`src/rtl/msgobj_pkg.sv`:
```
package msgobj_pkg;

    localparam int SLOT_BYTES = 16;
    localparam int ID_BYTES   = 4;
    localparam int DATA_BYTES = 8;
    localparam int FLAGS      = 4;

    localparam logic [3:0] OFS_CTRL0 = 4'd0;
    localparam logic [3:0] OFS_CTRL1 = 4'd1;
    localparam logic [3:0] OFS_ID0   = 4'd2;
    localparam logic [3:0] OFS_CFG   = 4'd6;
    localparam logic [3:0] OFS_DATA0 = 4'd7;

    localparam int CFG_DIR_BIT = 3;

    // control byte 0 flag slots
    localparam int F0_PEND  = 0;
    localparam int F0_RXIE  = 1;
    localparam int F0_TXIE  = 2;
    localparam int F0_VALID = 3;
    // control byte 1 flag slots
    localparam int F1_NEW   = 0;
    localparam int F1_LOST  = 1;
    localparam int F1_TXREQ = 2;

    typedef enum logic [1:0] {
        FLD_HOLD0 = 2'b00,
        FLD_CLR   = 2'b01,
        FLD_SET   = 2'b10,
        FLD_HOLD  = 2'b11
    } fld_cmd_e;

    function automatic logic fld_apply(input logic cur, input logic [1:0] code);
        logic nxt;
        unique case (fld_cmd_e'(code))
            FLD_CLR:  nxt = 1'b0;
            FLD_SET:  nxt = 1'b1;
            FLD_HOLD0,
            FLD_HOLD: nxt = cur;
            default:  nxt = cur;
        endcase
        return nxt;
    endfunction

    function automatic logic [7:0] fld_pack(input logic [FLAGS-1:0] f);
        logic [7:0] b;
        for (int i = 0; i < FLAGS; i++) begin
            b[2*i +: 2] = f[i] ? FLD_SET : FLD_CLR;
        end
        return b;
    endfunction

endpackage

```
`src/rtl/msgobj_slot.sv`:
```
module msgobj_slot
    import msgobj_pkg::*;
(
    input  logic                       clk,
    input  logic                       rst_n,
    input  logic                       wr_en,
    input  logic [3:0]                 ofs,
    input  logic [7:0]                 wr_data,
    output logic [7:0]                 rd_data,
    input  logic                       rx_hit,
    input  logic                       tx_hit,
    input  logic [8*ID_BYTES-1:0]      rx_id,
    input  logic [8*DATA_BYTES-1:0]    rx_data,
    output logic                       valid_o,
    output logic                       pend_o
);

    logic [FLAGS-1:0]                c0_q, c0_n;
    logic [FLAGS-1:0]                c1_q, c1_n;
    logic [7:0]                      cfg_q, cfg_n;
    logic [ID_BYTES-1:0][7:0]        id_q, id_n;
    logic [DATA_BYTES-1:0][7:0]      dat_q, dat_n;
    logic                            rx_ok;

    assign rx_ok = rx_hit && c0_q[F0_VALID] && !cfg_q[CFG_DIR_BIT];

    always_comb begin
        c0_n  = c0_q;
        c1_n  = c1_q;
        cfg_n = cfg_q;
        id_n  = id_q;
        dat_n = dat_q;
        if (wr_en) begin
            if (ofs == OFS_CTRL0) begin
                for (int i = 0; i < FLAGS; i++) c0_n[i] = fld_apply(c0_q[i], wr_data[2*i +: 2]);
            end
            if (ofs == OFS_CTRL1) begin
                for (int i = 0; i < FLAGS; i++) c1_n[i] = fld_apply(c1_q[i], wr_data[2*i +: 2]);
            end
            if (ofs == OFS_CFG) cfg_n = wr_data;
            for (int k = 0; k < ID_BYTES; k++) begin
                if (ofs == OFS_ID0 + 4'(k)) id_n[k] = wr_data;
            end
            for (int k = 0; k < DATA_BYTES; k++) begin
                if (ofs == OFS_DATA0 + 4'(k)) dat_n[k] = wr_data;
            end
        end
        // engine events are applied last so they win a same-cycle collision
        if (rx_ok) begin
            for (int k = 0; k < ID_BYTES; k++)   id_n[k]  = rx_id[8*(ID_BYTES-1-k) +: 8];
            for (int k = 0; k < DATA_BYTES; k++) dat_n[k] = rx_data[8*(DATA_BYTES-1-k) +: 8];
            c1_n[F1_NEW] = 1'b1;
            if (c1_q[F1_NEW]) c1_n[F1_LOST] = 1'b1;
            if (c0_q[F0_RXIE]) c0_n[F0_PEND] = 1'b1;
        end
        if (tx_hit) begin
            c1_n[F1_TXREQ] = 1'b0;
            if (c0_q[F0_TXIE]) c0_n[F0_PEND] = 1'b1;
        end
    end

    always_ff @(posedge clk or negedge rst_n) begin
        if (!rst_n) begin
            c0_q  <= '0;
            c1_q  <= '0;
            cfg_q <= '0;
            id_q  <= '0;
            dat_q <= '0;
        end else begin
            c0_q  <= c0_n;
            c1_q  <= c1_n;
            cfg_q <= cfg_n;
            id_q  <= id_n;
            dat_q <= dat_n;
        end
    end

    always_comb begin
        rd_data = 8'h00;
        if (ofs == OFS_CTRL0) rd_data = fld_pack(c0_q);
        if (ofs == OFS_CTRL1) rd_data = fld_pack(c1_q);
        if (ofs == OFS_CFG)   rd_data = cfg_q;
        for (int k = 0; k < ID_BYTES; k++) begin
            if (ofs == OFS_ID0 + 4'(k)) rd_data = id_q[k];
        end
        for (int k = 0; k < DATA_BYTES; k++) begin
            if (ofs == OFS_DATA0 + 4'(k)) rd_data = dat_q[k];
        end
    end

    assign valid_o = c0_q[F0_VALID];
    assign pend_o  = c0_q[F0_PEND];

    p_rx_newdat_r6: assert property (@(posedge clk) disable iff (!rst_n)
        rx_ok |=> c1_q[F1_NEW]);
    p_overrun_r7: assert property (@(posedge clk) disable iff (!rst_n)
        (rx_ok && c1_q[F1_NEW]) |=> c1_q[F1_LOST]);
    p_rx_pend_r8: assert property (@(posedge clk) disable iff (!rst_n)
        (rx_ok && c0_q[F0_RXIE]) |=> c0_q[F0_PEND]);
    p_rx_ignored_r9: assert property (@(posedge clk) disable iff (!rst_n)
        (rx_hit && !rx_ok && !wr_en) |=> ($stable(dat_q) && $stable(id_q) && $stable(c1_q)));
    p_txdone_r10: assert property (@(posedge clk) disable iff (!rst_n)
        tx_hit |=> !c1_q[F1_TXREQ]);
    p_hold_code_r2: assert property (@(posedge clk) disable iff (!rst_n)
        (wr_en && ofs == OFS_CTRL0 && wr_data == 8'hFF && !rx_hit && !tx_hit) |=> $stable(c0_q));

endmodule

```
`src/rtl/msgobj_irq_pri.sv`:
```
module msgobj_irq_pri #(
    parameter int N     = 15,
    parameter int IDX_W = 4
) (
    input  logic [N-1:0]     req,
    output logic             any,
    output logic [IDX_W-1:0] idx
);

    always_comb begin
        idx = '0;
        for (int i = N - 1; i >= 0; i--) begin
            if (req[i]) idx = IDX_W'(i + 1);
        end
    end

    assign any = |req;

endmodule

```
`src/rtl/msgobj_bank.sv`:
```
module msgobj_bank
    import msgobj_pkg::*;
#(
    parameter int NUM_OBJ = 15,
    parameter int ADDR_W  = 8
) (
    input  logic                     clk,
    input  logic                     rst_n,
    input  logic [ADDR_W-1:0]        cpu_addr,
    input  logic                     cpu_wr,
    input  logic [7:0]               cpu_wdata,
    output logic [7:0]               cpu_rdata,
    input  logic                     eng_rx_store,
    input  logic                     eng_tx_done,
    input  logic [ADDR_W-5:0]        eng_obj,
    input  logic [8*ID_BYTES-1:0]    eng_id,
    input  logic [8*DATA_BYTES-1:0]  eng_data,
    output logic                     irq,
    output logic [ADDR_W-5:0]        irq_obj
);

    localparam int IDX_W = ADDR_W - 4;

    logic [IDX_W-1:0]   cpu_obj;
    logic [3:0]         cpu_ofs;
    logic [7:0]         rd_arr [NUM_OBJ];
    logic [NUM_OBJ-1:0] val_vec;
    logic [NUM_OBJ-1:0] pend_vec;
    logic [NUM_OBJ-1:0] req_vec;

    assign cpu_obj = cpu_addr[ADDR_W-1:4];
    assign cpu_ofs = cpu_addr[3:0];

    for (genvar g = 0; g < NUM_OBJ; g++) begin : g_obj
        msgobj_slot u_slot (
            .clk     (clk),
            .rst_n   (rst_n),
            .wr_en   (cpu_wr && cpu_obj == IDX_W'(g + 1)),
            .ofs     (cpu_ofs),
            .wr_data (cpu_wdata),
            .rd_data (rd_arr[g]),
            .rx_hit  (eng_rx_store && eng_obj == IDX_W'(g + 1)),
            .tx_hit  (eng_tx_done && eng_obj == IDX_W'(g + 1)),
            .rx_id   (eng_id),
            .rx_data (eng_data),
            .valid_o (val_vec[g]),
            .pend_o  (pend_vec[g])
        );
    end

    always_comb begin
        cpu_rdata = 8'h00;
        for (int i = 0; i < NUM_OBJ; i++) begin
            if (cpu_obj == IDX_W'(i + 1)) cpu_rdata = rd_arr[i];
        end
    end

    assign req_vec = val_vec & pend_vec;

    msgobj_irq_pri #(.N(NUM_OBJ), .IDX_W(IDX_W)) u_pri (
        .req (req_vec),
        .any (irq),
        .idx (irq_obj)
    );

    p_irq_source_r11: assert property (@(posedge clk) disable iff (!rst_n)
        irq |-> (irq_obj != '0 && val_vec[int'(irq_obj) - 1] && pend_vec[int'(irq_obj) - 1]));
    p_irq_lowest_r11: assert property (@(posedge clk) disable iff (!rst_n)
        irq |-> ((req_vec & ((NUM_OBJ'(1) << (int'(irq_obj) - 1)) - NUM_OBJ'(1))) == '0));
    p_irq_idle_r11: assert property (@(posedge clk) disable iff (!rst_n)
        !irq |-> (irq_obj == '0 && (val_vec & pend_vec) == '0));

endmodule

```
`config.mk`:
```
export PLATFORM = sky130hd
export DESIGN_NAME = msgobj_bank
export DESIGN_NICKNAME = d
export VERILOG_FILES = /design/src/rtl/msgobj_pkg.sv /design/src/rtl/msgobj_slot.sv /design/src/rtl/msgobj_irq_pri.sv /design/src/rtl/msgobj_bank.sv
export SDC_FILE = /design/constraint.sdc
export NUM_CORES = 2
export LEC_CHECK = 0
export ABC_AREA = 1
export BUFFER_PORTS_ARGS = -buffer_cell sky130_fd_sc_hd__buf_2
export CAP_MARGIN = 10
export CORE_ASPECT_RATIO = 2
export CORE_MARGIN = 3
export CORE_UTILIZATION = 36
export CTS_BUF_LIST = sky130_fd_sc_hd__clkbuf_2
export CTS_CLUSTER_DIAMETER = 30
export DETAILED_ROUTE_END_ITERATION = 8
export HOLD_SLACK_MARGIN = 0.12
export SYNTH_ARGS = -nofsm -noshare
export SYNTH_HDL_FRONTEND = slang
export SYNTH_SLANG_ARGS = --single-unit
```
`constraint.sdc`:
```
create_clock -name clk -period 5.65 [get_ports clk]
set_clock_uncertainty 0.05 [all_clocks]
set_input_delay 1.4125 -clock clk [delete_from_list [all_inputs] [get_ports clk]]
set_output_delay 1.4125 -clock clk [all_outputs]
set_load 0.01 [all_outputs]
```
==> reports/qor.log <==
INFO  place          final_weighted_congestion_of_routability_driven_global_placement=1.00
INFO  global_routing antenna_found_initial=17
INFO  timing         period_share=1.16
INFO  synth          synth_largest_type_area_fraction=0.507
INFO  global_routing grt_first_pass_wirelength=602mm
INFO  route          wire_per_inst=31.2microns
INFO  hold_path      hold_path_startpoint=eng_data[55]
INFO  critical_path  r2r_start=g_obj[12].u_slot.c0_q[3]$_DFFE_PN0P_
INFO  power          share_comb_of_total_power=0.138
INFO  critical_path  required=4.19ns
INFO  synth          ys_ff_latch=1680
INFO  cts            ctsRootBufferMaster=sky130_fd_sc_hd__clkbuf_2
INFO  cts            clock_path_buffers=4
INFO  global_routing grt_start_max_net_pins=162
INFO  synth          yosysWarnings=0
INFO  job            maxCapViolations=0
INFO  route          drt-total-wl=426mm
INFO  synth          syn_nets=9999
INFO  critical_path  worst_setup_path_end_kind=output port
INFO  synth          synth.yosys.seq_area_share=0.507
INFO  synth          post_synth_most_frequent_cells=sky130_fd_sc_hd__nand2_1, sky130_fd_sc_hd__dfrtp_1, sky130_fd_sc_hd__o221ai_1
INFO  outcome        status=finished, violations left
INFO  route          drtAntennaViolNets=0
INFO  timing         worstMarginPinSlew=1.33ns
INFO  synth          synthesis.instances=9872
INFO  power          sequentialPowerShare=0.522
INFO  outcome        violations_in_the_final_reports=negative setup slack
INFO  cells_and_area area.growth.synth_to_final=15.0%
INFO  hold_path      holdCritPathClass=in2reg
INFO  power          cellLeakagePower=43.6nW
INFO  timing         timing.fmax=153MHz
INFO  power          internal_power=17.0mW
INFO  power          ir_drop=136uV
INFO  floorplan      fp-row-count=248
INFO  route          first_pass_iters=7
INFO  cells_and_area design.final.nets=10500
INFO  global_routing grt_remaining_overflow=0
INFO  cts            cts.sink_count=1680
INFO  cells_and_area stdcell_count=13700
INFO  place          placed_area=90100squm
INFO  synth          synth.lib_cells_used.distinct=41
INFO  synth          synthTopCellsByArea=sky130_fd_sc_hd__dfrtp_1, sky130_fd_sc_hd__o221ai_1, sky130_fd_sc_hd__nand2_1
INFO  timing         period_minus_slack=6.54ns
INFO  cells_and_area design_area=95300squm
INFO  critical_path  crit_path_start=g_obj[0].u_slot.c1_q[3]$_DFFE_PN0P_
INFO  synth          syn_avg_cell_area=8.40squm
INFO  route          drt_drc_violations_left=0
INFO  route          dr_vias=86600
INFO  floorplan      io_pins=134
INFO  timing         hold_viol_final=0
INFO  synth          synthDominantAreaCellType=sky130_fd_sc_hd__dfrtp_1
INFO  critical_path  worst_r2r_endpoint=g_obj[12].u_slot.dat_q[5]$_DFFE_PN0P_
INFO  timing         grt_setup_unrepaired=yes
INFO  floorplan      dieWidth=345microns
INFO  route          vias_per_cell=6.33
INFO  floorplan      die_area=236000squm
INFO  cts            numCtsBuffers=388
INFO  synth          share_of_synthesized_flip_flops_with_an_asynchronous_set_or_reset=1.00
INFO  cells_and_area drive_gt1_frac=0.149
INFO  place          detailed_place_hpwl=300mm
INFO  critical_path  timing_worst_setup_path_type=reg2out
INFO  critical_path  path_max_fanout=2
INFO  global_routing gr-usage-all-layers=0.345
INFO  floorplan      die_height=685microns
INFO  critical_path  setup.worst_path.start_class=flop
INFO  place          io_buffers=133
INFO  floorplan      placeableCoreArea=229000squm
INFO  timing         setup-violations-final=8
INFO  cts            cts_h_tree_depth=5
INFO  timing         post-route-worst-setup-slack=-0.892ns
INFO  critical_path  timing.critical_path.arrival=5.08ns
INFO  timing         slew_violations=0
INFO  critical_path  reg2reg_setup_slack=2.52ns
INFO  timing         slew_headroom=0.111
INFO  floorplan      floorplan.initialDensity=0.363
INFO  synth          synth_edf_count=0
INFO  synth          mappedNetlistArea=82900squm
INFO  power          net-switching-power=8.49mW
INFO  power          clock_power_share=0.340
INFO  timing         setup_total_neg_slack=-5.24ns
INFO  critical_path  worstRegToRegCells=7
INFO  cts            clk_latency=1.78ns
INFO  power          power_density=268nW/um^2
INFO  critical_path  worst_setup_endpoint=cpu_rdata[6]
INFO  synth          synth_most_common_cell=sky130_fd_sc_hd__nand2_1
INFO  synth          synth_top_flop_cell=sky130_fd_sc_hd__dfrtp_1
INFO  route          drt_iter0_drc=12200
INFO  power          switching_share_of_total_power=0.333
INFO  place          dpl.cell_count=12900
INFO  global_routing via_count_of_the_first_global_routing_pass=84400
INFO  cts            cts_tree=built
INFO  cts            clock_pin_slew_on_the_worst_setup_and_hold_paths=0.13ns
## logic make-up (layout without fill, tap and decap cells)
kind of cell | count (synthesis) | count (layout) | synth area share
adder cells (fa/ha/maj) | 6 | 6 | 0.000905
flip-flops | 1680 | 1680 | 0.507
AND/OR/NAND/NOR | 4425 | 4425 | 0.213
other | 0 | 15 | 0
multiplexers | 7 | 7 | 0.000845
buffers and inverters | 1419 | 2196 | 0.0655
AO/OA/AOI/OAI | 2335 | 2335 | 0.213
## power groups by stage
stage	combinational [mW]	sequential [mW]	clock [mW]
2_1_floorplan	1.56	13.4	0
3_3_place_gp	3.24	13.5	0
3_5_place_dp	3.29	13.5	0
4_1_cts	3.36	13.3	8.76
5_1_grt	3.68	13.4	9.31
6_report	3.51	13.3	8.68
## flip-flops by register name (all words and copies together), names as in the netlist
register	count
g_obj.u_slot.dat_q	960
g_obj.u_slot.c0_q	60
g_obj.u_slot.id_q	480
g_obj.u_slot.c1_q	60
g_obj.u_slot.cfg_q	120
## cell usage in the layout (no fill, tap or decap), drive strengths merged, types with 271 or more instances in the layout
master	n
o221ai	1451
clkbuf	557
nand2	3147
dfrtp	1680
a21oi	304
nor2	791
buf	757
nand4	271
o21ai	369
inv	704
## cell type report
type | count | area (sq um)
fill | 22900 | 133000
timing repair buffer | 814 | 6910
multi-input combinational | 6773 | 36300
clock inverter | 119 | 801
tap | 3000 | 3750
clock buffer | 554 | 2770
inverter | 709 | 2670
sequential | 1680 | 42000
antenna | 15 | 37.5
## worst min-delay path by stage
stage | to | cells past startpoint
floorplan | g_obj[0].u_slot.c1_q[3]$_DFFE_PN0P_ | 2
global placement | g_obj[3].u_slot.dat_q[5]$_DFFE_PN0P_ | 2
detailed placement | g_obj[7].u_slot.dat_q[37]$_DFFE_PN0P_ | 2
CTS | g_obj[9].u_slot.dat_q[30]$_DFFE_PN0P_ | 4
global route | g_obj[13].u_slot.dat_q[19]$_DFFE_PN0P_ | 4
finish | g_obj[0].u_slot.dat_q[15]$_DFFE_PN0P_ | 4
## through the flow
stage          utilization  hold slack (ns)  worst slack [ns]  power, mW
2_1_floorplan            -            0.394             0.975       14.9
3_3_place_gp         0.394            0.415             -1.12       16.7
3_5_place_dp         0.394            0.418             -1.10       16.8
4_1_cts              0.414            0.121            -0.925       25.4
5_1_grt              0.417            0.212            -0.983       26.4
6_report             0.417            0.178            -0.892       25.5
## timing repair
action                     4_1_cts  5_1_grt
pin swaps                       66      110
hold endpoints to repair       782        0
resized for setup               95      133
setup endpoints to repair        9        8
gates cloned                     0        3
setup buffers                    4       19
hold buffers                    55        0
## worst max-delay path, stage by stage, from the launching register on
cell and delay, ns:
sky130_fd_sc_hd__dfrtp_1 0.40, sky130_fd_sc_hd__nand3b_1 0.14, sky130_fd_sc_hd__buf_4 0.13, sky130_fd_sc_hd__nand2_4 0.06
sky130_fd_sc_hd__nor2_4 0.09, sky130_fd_sc_hd__nand4_1 0.19, sky130_fd_sc_hd__nor2_2 0.22, sky130_fd_sc_hd__nand4_1 0.20
sky130_fd_sc_hd__nor2_1 0.16, sky130_fd_sc_hd__nand4_1 0.12, sky130_fd_sc_hd__nand2_1 0.08, sky130_fd_sc_hd__nand3_1 0.07
sky130_fd_sc_hd__nor2_1 0.09, sky130_fd_sc_hd__buf_4 0.17, sky130_fd_sc_hd__nand4_1 0.17, sky130_fd_sc_hd__nor2_1 0.15
sky130_fd_sc_hd__buf_4 0.18, sky130_fd_sc_hd__nand4_1 0.08, sky130_fd_sc_hd__nor2_1 0.14, sky130_fd_sc_hd__nand4_1 0.22
sky130_fd_sc_hd__buf_2 0.22
## layer usage
metal / part of all wire / vias to the layer above / GRT usage / wire [microns]
li1: - / 36100 / - / -
met1: 0.33 / 42100 / 0.384 / 142000
met2: 0.45 / 6215 / 0.547 / 190000
met3: 0.092 / 2193 / 0.0696 / 39300
met4: 0.13 / 10 / 0.336 / 54800
met5: 0.00014 / - / 0 / 60
(Power assumes the default switching activity.)
